**config.mk**
```make
export PLATFORM = sky130hd
export DESIGN_NAME = ddr_guard
export DESIGN_NICKNAME = d
export VERILOG_FILES = /design/src/rtl/ddr_guard_pkg.sv /design/src/rtl/ddr_guard_regctl.sv /design/src/rtl/ddr_guard_dp.sv /design/src/rtl/ddr_guard.sv
export SDC_FILE = /design/constraint.sdc
export NUM_CORES = 1
export LEC_CHECK = 0
export ABC_AREA = 1
export BUFFER_PORTS_ARGS = -buffer_cell sky130_fd_sc_hd__buf_2
export CAP_MARGIN = 20
export CORE_ASPECT_RATIO = 1.5
export CORE_MARGIN = 5
export CORE_UTILIZATION = 35
export CTS_CLUSTER_SIZE = 10
export DETAILED_ROUTE_END_ITERATION = 8
export GPL_TIMING_DRIVEN = 0
export REMOVE_ABC_BUFFERS = 1
export SETUP_SLACK_MARGIN = 0.5
export SYNTH_ARGS = -nofsm -noshare
export SYNTH_HDL_FRONTEND = slang
export SYNTH_SLANG_ARGS = --single-unit
```
**constraint.sdc**
```tcl
create_clock -name clk -period 2.1 [get_ports clk]
set_input_delay 0.105 -clock clk [delete_from_list [all_inputs] [get_ports clk]]
set_output_delay 0.105 -clock clk [all_outputs]
set_load 0.005 [all_outputs]
```
**src/rtl/ddr_guard_pkg.sv**
```systemverilog
package ddr_guard_pkg;
  localparam int NUM_WIN     = 8;
  localparam int ADDR_W      = 32;
  localparam int GRAN_SHIFT  = 20;
  localparam int IDX_W       = ADDR_W - GRAN_SHIFT;
  localparam int HALF_W      = 16;
  localparam int CFG_REG     = 2 * NUM_WIN;
  localparam int STAT_REG    = CFG_REG + 1;
  localparam int RADDR_W     = $clog2(STAT_REG + 1);
  localparam int BIT_OUTSIDE = NUM_WIN;
  localparam int BIT_BYPASS  = NUM_WIN + 1;
  localparam logic [HALF_W-1:0] CFG_RESET = HALF_W'(1) << BIT_BYPASS;

  typedef struct packed {
    logic [2*NUM_WIN-1:0] winWr;
    logic                 cfgWr;
    logic                 clrViol;
    logic [HALF_W-1:0]    mask;
    logic [HALF_W-1:0]    data;
  } cfgStrobe_t;
endpackage

```
**src/rtl/ddr_guard_regctl.sv**
```systemverilog
module ddr_guard_regctl
  import ddr_guard_pkg::*;
(
  input  logic                regWe,
  input  logic [RADDR_W-1:0]  regAddr,
  input  logic [2*HALF_W-1:0] regWdata,
  output cfgStrobe_t          strobe
);
  always_comb begin
    strobe       = '0;
    strobe.mask  = regWdata[2*HALF_W-1:HALF_W];
    strobe.data  = regWdata[HALF_W-1:0];
    if (regWe) begin
      for (int i = 0; i < 2 * NUM_WIN; i++)
        strobe.winWr[i] = (regAddr == RADDR_W'(i));
      strobe.cfgWr   = (regAddr == RADDR_W'(CFG_REG));
      strobe.clrViol = (regAddr == RADDR_W'(STAT_REG)) && regWdata[0];
    end
  end
endmodule

```
**src/rtl/ddr_guard_dp.sv**
```systemverilog
module ddr_guard_dp
  import ddr_guard_pkg::*;
(
  input  logic                clk,
  input  logic                rstN,
  input  cfgStrobe_t          strobe,
  input  logic [RADDR_W-1:0]  regAddr,
  output logic [2*HALF_W-1:0] regRdata,
  input  logic                reqValid,
  input  logic [ADDR_W-1:0]   reqAddr,
  input  logic                reqNs,
  output logic                rspValid,
  output logic                rspAllow,
  output logic                violFlag,
  output logic [ADDR_W-1:0]   violAddr
);
  logic [NUM_WIN-1:0][IDX_W-1:0] winLo, winHi;
  logic [HALF_W-1:0]             cfgReg;
  logic [NUM_WIN-1:0]            hitVec;
  logic [IDX_W-1:0]              reqIdx;
  logic                          deny;

  wire [IDX_W-1:0] idxMask = strobe.mask[IDX_W-1:0];
  wire [IDX_W-1:0] idxData = strobe.data[IDX_W-1:0];

  always_ff @(posedge clk or negedge rstN) begin
    if (!rstN) begin
      winLo  <= '0;
      winHi  <= '0;
      cfgReg <= CFG_RESET;
    end else begin
      for (int w = 0; w < NUM_WIN; w++) begin
        if (strobe.winWr[w])
          winLo[w] <= (winLo[w] & ~idxMask) | (idxData & idxMask);
        if (strobe.winWr[w+NUM_WIN])
          winHi[w] <= (winHi[w] & ~idxMask) | (idxData & idxMask);
      end
      if (strobe.cfgWr)
        cfgReg <= (cfgReg & ~strobe.mask) | (strobe.data & strobe.mask);
    end
  end

  assign reqIdx = reqAddr[ADDR_W-1:GRAN_SHIFT];

  for (genvar w = 0; w < NUM_WIN; w++) begin : g_match
    assign hitVec[w] = cfgReg[w] && (reqIdx >= winLo[w]) && (reqIdx <= winHi[w]);
  end

  assign deny = reqValid && reqNs && !cfgReg[BIT_BYPASS] &&
                ((|hitVec) || cfgReg[BIT_OUTSIDE]);

  always_ff @(posedge clk or negedge rstN) begin
    if (!rstN) begin
      rspValid <= 1'b0;
      rspAllow <= 1'b1;
      violFlag <= 1'b0;
      violAddr <= '0;
    end else begin
      rspValid <= reqValid;
      rspAllow <= !deny;
      if (deny) begin
        violFlag <= 1'b1;
        if (!violFlag) violAddr <= reqAddr;
      end else if (strobe.clrViol) begin
        violFlag <= 1'b0;
      end
    end
  end

  always_comb begin
    regRdata = '0;
    if (regAddr < RADDR_W'(NUM_WIN))
      regRdata[IDX_W-1:0] = winLo[regAddr[$clog2(NUM_WIN)-1:0]];
    else if (regAddr < RADDR_W'(CFG_REG))
      regRdata[IDX_W-1:0] = winHi[regAddr[$clog2(NUM_WIN)-1:0]];
    else if (regAddr == RADDR_W'(CFG_REG))
      regRdata[HALF_W-1:0] = cfgReg;
    else if (regAddr == RADDR_W'(STAT_REG))
      regRdata[0] = violFlag;
  end
endmodule

```
**src/rtl/ddr_guard.sv**
```systemverilog
module ddr_guard
  import ddr_guard_pkg::*;
(
  input  logic                clk,
  input  logic                rstN,
  input  logic                regWe,
  input  logic [RADDR_W-1:0]  regAddr,
  input  logic [2*HALF_W-1:0] regWdata,
  output logic [2*HALF_W-1:0] regRdata,
  input  logic                reqValid,
  input  logic [ADDR_W-1:0]   reqAddr,
  input  logic                reqNs,
  output logic                rspValid,
  output logic                rspAllow,
  output logic                violFlag,
  output logic [ADDR_W-1:0]   violAddr
);
  cfgStrobe_t strobe;

  ddr_guard_regctl u_ctl (
    .regWe    (regWe),
    .regAddr  (regAddr),
    .regWdata (regWdata),
    .strobe   (strobe)
  );

  ddr_guard_dp u_dp (
    .clk      (clk),
    .rstN     (rstN),
    .strobe   (strobe),
    .regAddr  (regAddr),
    .regRdata (regRdata),
    .reqValid (reqValid),
    .reqAddr  (reqAddr),
    .reqNs    (reqNs),
    .rspValid (rspValid),
    .rspAllow (rspAllow),
    .violFlag (violFlag),
    .violAddr (violAddr)
  );
endmodule

```
Word level (Yosys, flattened, before mapping)
Index checks and enable logic that the tools add are counted.
- bits in registers: 243
- output and inout port bits: 67
- word-level logic and storage cells: 137
- order comparisons: 19
- equality and inequality tests: 17
- mux-type cells: 14
- bitwise gates (word level): 39
- reductions and logical operators: 27
- operators by type and width (kind ; number):
    $and 12x12->12 ; 17
    $or 12x12->12 ; 16
    $ge 12x12->1 ; 8
    $le 12x12->1 ; 8
    $bmux 12 s3 ; 2
    $mux 12 ; 4
    $eq 5x4->1 const B ; 8
    $and 16x16->16 ; 2
    $eq 5x3->1 const B ; 4
    $logic_and 1x1->1 ; 20
    $mux 18 ; 1
    $not 16->16 ; 1
    $or 16x16->16 ; 1
    $mux 15 ; 1
    $not 12->12 ; 1
    $eq 5x2->1 const B ; 2
    $eq 5x5->1 const B ; 2
    $mux 4 ; 2
    $reduce_or 8->1 ; 1
    $eq 5x1->1 const B ; 1
    $logic_not 5->1 ; 1
    $lt 5x4->1 const B ; 1
    $lt 5x5->1 const B ; 1
    $lt 3x4->1 const B ; 1
    other kinds (6) ; 10

Depth between registers and ports, before layout
- depth in word-level cells: 7
- gate-level depth with buffers: 18

Cells and area by module
A second synthesis with hierarchy kept.
- cell total of the unflattened synthesis: 2048
- area total of the unflattened synthesis: 16467.0 um^2
- by module, submodules not included (module ; times used ; cells each ; area each (um^2) ; sequential area each (um^2)):
    ddr_guard_dp ; 1 ; 1974 ; 16060.4 ; 6083.3
    ddr_guard_regctl ; 1 ; 74 ; 406.6 ; 0.0

Worst setup path before layout
Ideal clock, no wire load.
- kind: input to register
- start point: input port reqAddr[20]
- end point: register u_dp.violAddr[0]
- library setup time: 0.117 ns
- arrival time: 1.718 ns
- required time: 1.983 ns
- setup slack: 0.265 ns
- cell stages on the path: 15
- path through: inv_1 > ha_1 > o21ai_0 > nand2_1 > nand2_1 > nand2_1 > nand2_1 > nand2_1 > nand3_1 > nand2_1 > nor2_2 > nand2_4 > buf_2 > nand4_1 > nand2_1
- longest elaborated chain between the ends: 7
- elaborated cells on any way between the ends: 36
- ends and longest elaborated chain (item ; RTL line ; source):
    start: declaration ; ddr_guard.sv:11 ; input logic [ADDR_W-1:0] reqAddr,
    $ge 12x12->1 ; ddr_guard_dp.sv:46 ; assign hitVec[w] = cfgReg[w] && (reqIdx >= winLo[w]) && (reqIdx <= winHi[w]);
    $logic_and 1x1->1 (2 in series) ; ddr_guard_dp.sv:46 ;
    $reduce_or 8->1 (*) ; ddr_guard_dp.sv:50 ; ((|hitVec) || cfgReg[BIT_OUTSIDE]);
    $logic_or 1x1->1 (*) ; ddr_guard_dp.sv:50 ;
    $logic_and 1x1->1 (*) ; ddr_guard_dp.sv:49 ; assign deny = reqValid && reqNs && !cfgReg[BIT_BYPASS] &&
    $reduce_and 2->1 (no line) (*) ; -- ;
    end signal: assignment ; ddr_guard_dp.sv:63 ; if (!violFlag) violAddr <= reqAddr;
    end: declaration ; ddr_guard_dp.sv:15 ; output logic [ADDR_W-1:0] violAddr
Every way passes the cells marked *; elsewhere a longest branch is shown, timed or not.
A chain may end at the register's enable or synchronous reset.

==> impl_metrics.ini <==
[grt]
grt_antenna_before_repair = 0
grt_max_degree = 117
gr-total-overflow = 0
grt_use_total = 0.240
grt_pass1_wl_um = 92800
grt_pass1_vias = 15753

[floorplanning]
num_rows = 96
die_h_um = 274
initial_core_util = 0.354
dieArea_mm2 = 0.0509
chipWidth_um = 186
io_pins = 141
coreArea_mm2 = 0.0459

[clock_tree]
clkLatencyLatePin_ps = 570
numCtsBuffers = 28
clock_sinks = 243
cts.path.max_buffers = 3
clockRootBuffer = clkbuf_16
clk_pin_slew_ps = 60
h-tree-depth = 1
cts_tree = yes

[route]
first_pass_iters = 6
wl_um = 63600
ant_nets = 0
dr.first_iter.drc_count = 1451
avgRoutedWirePerCell_um = 22.7
vias = 15893
routed_via_density = 5.66
drcViolationCount = 0

[cells_and_area]
fin_nets = 2472
drive_gt1_frac = 0.180
fill_cells = 4562
diodes = 0
final_area_mm2 = 0.0198
area_growth_syn_to_layout_pct = 21.9
fin_cells = 2806

[logic_synthesis]
synth_area_mm2 = 0.0162
ys_ff_latch = 243
synth_top_cell_by_area = dfrtp_1
syn_area_per_cell_um2 = 7.87
synth_top_area_frac = 0.372
synth-main-ff-cell = dfrtp_1
synth_cells = 2062
yosys_warnings = 0
yosysMostFrequentCell = nand2_1
synthArstFlopShare = 1.00
ys_seq_area_frac = 0.375
synth_enable_flop_cells = 0
yosys.cell_types.count = 44
synth_area_leaders = dfrtp_1 (37%), ha_1 (15%), nand2_1 (11%)
synthTopCellsByCount = nand2_1 (472), inv_1 (261), dfrtp_1 (241), a21oi_1 (201), ha_1 (192)

[timing]
worst_pin_slew_ps = 1020
clock_skew_ps = 10.5
setup_tns_ps = -11360
timing.final.crit_share = 1.19
fin_ws_ps = -393
max_slew_margin = 0.321
setup_viol = 36
hold_viol_final = 0
fmax_mhz = 401
drv_slew = 0
min_period_ps = 2490
holdWs_ps = 25.6
rsz0062_at_grt = true

[setup_path]
cp_slowest_cell = dfrtp_1
critPathTopFamily = simple AND/OR/NAND/NOR gates
crit_buf_inv = 2
path_class = reg -> reg
cp-end-kind = flip-flop
crit_path_cell_trace = inv_2, ha_1, nand4_1, nor2_2, nand2_1, nand3_1, nand2_1, nand3_1, nand2_2, nor2_4, buf_12, nand2_4, nand4_1, nand2_1
crit_fanout = 6
critical_path_arrival_ps = 2940
slowest_delay_ps = 360
critical_path_required_ps = 2550
path_common_cell = nand2_1
cp-start-kind = flip-flop

[power_and_ir_drop]
p_per_area_mw_per_mm2 = 826
peakVddDrop_mv = 0.750
power_leakage_nw = 9.23

[placement]
place_ws_ps = -1010
placed_cells = 2677
io_buffers = 124
gp_congestion = 0.992
place_hpwl_um = 41400
post_dp_cell_area_mm2 = 0.0174

[job]
max_cap_viol_count = 0

[min_path]
hold_class = in -> reg

[run_status]
status = finished, violations left
violations = negative setup slack
==> report_power, final <==
part | switching [mW] | internal (mW)
clock network | 1.99 | 2.59
logic | 3.41 | 2.15
registers | 0.607 | 5.60
total | 6.01 | 10.3
==> through the flow <==
stage	util	total power, mW
after detailed placement	0.379	10.8
after global routing	0.431	17.3
final	0.431	16.3
after global placement	0.370	10.6
after floorplan	-	8.87
after CTS	0.423	16.1
==> routing by layer <==
layer	GRT usage	part of all wire
met2	0.420	0.50
met4	0.170	0.082
met3	0.0230	0.058
met5	0	0
met1	0.268	0.36
==> area by class of cell <==
class | instances | area (µm²) | share of cell area
Sequential cell | 243 | 6080 | 0.308
Tap cell | 588 | 736 | 0.0372
Multi-Input combinational cell | 1445 | 9330 | 0.472
Timing Repair Buffer | 222 | 1810 | 0.0914
Clock buffer | 42 | 805 | 0.0407
Inverter | 266 | 1020 | 0.0514
==> kinds of logic (layout without fill, tap and decap cells) <==
kind of cell,count (synthesis),after routing,synth area share
adders and majority gates,192,192,0.148
AOI/OAI and AO/OA,575,575,0.203
other,1,16,0.000231
buffers and inverters,397,530,0.102
DFF,243,243,0.375
and+or+nand+nor,654,662,0.172
==> repair_timing <==
action | 4_1_cts | 5_1_grt
setup endpoints to repair | 217 | 136
hold endpoints to repair | 275 | 0
resized for setup | 144 | 70
setup buffers | 33 | 12
gates cloned | 6 | 2
pin swaps | 52 | 42
hold buffers | 34 | 0
==> layout by cell type (no fill, tap or decap), types with 14 or more instances in the layout <==
| master | count |
|---|---|
| nand2_2 | 35 |
| buf_4 | 35 |
| nor2_1 | 30 |
| buf_2 | 117 |
| dlygate4sd3_1 | 34 |
| a31oi_1 | 108 |
| inv_1 | 224 |
| nor2_4 | 25 |
| a21oi_1 | 193 |
| conb_1 | 16 |
| dfrtp_1 | 241 |
| o21ai_1 | 33 |
| ha_4 | 14 |
| clkbuf_16 | 29 |
| nand4_1 | 58 |
| o22ai_1 | 56 |
| nand3_1 | 36 |
| ha_1 | 178 |
| o21ai_0 | 97 |
| nand2_1 | 437 |
| inv_2 | 37 |
| o211ai_1 | 14 |
==> worst paths after layout <==
check                             startpoint                 to  slack (ps)  depth (start not counted)
max                                flip-flop  u_dp.violAddr[25]        -390                         14
min                             regWdata[19]          flip-flop          30                          2
max reg2reg                        flip-flop  u_dp.violAddr[25]        -390                         14
min reg2reg                u_dp.violAddr[20]  u_dp.violAddr[20]         470                          2
max in group asynchronous               rstN          async pin        1080                          3
min in group asynchronous               rstN          async pin         150                          3
(Power assumes the default switching activity.)
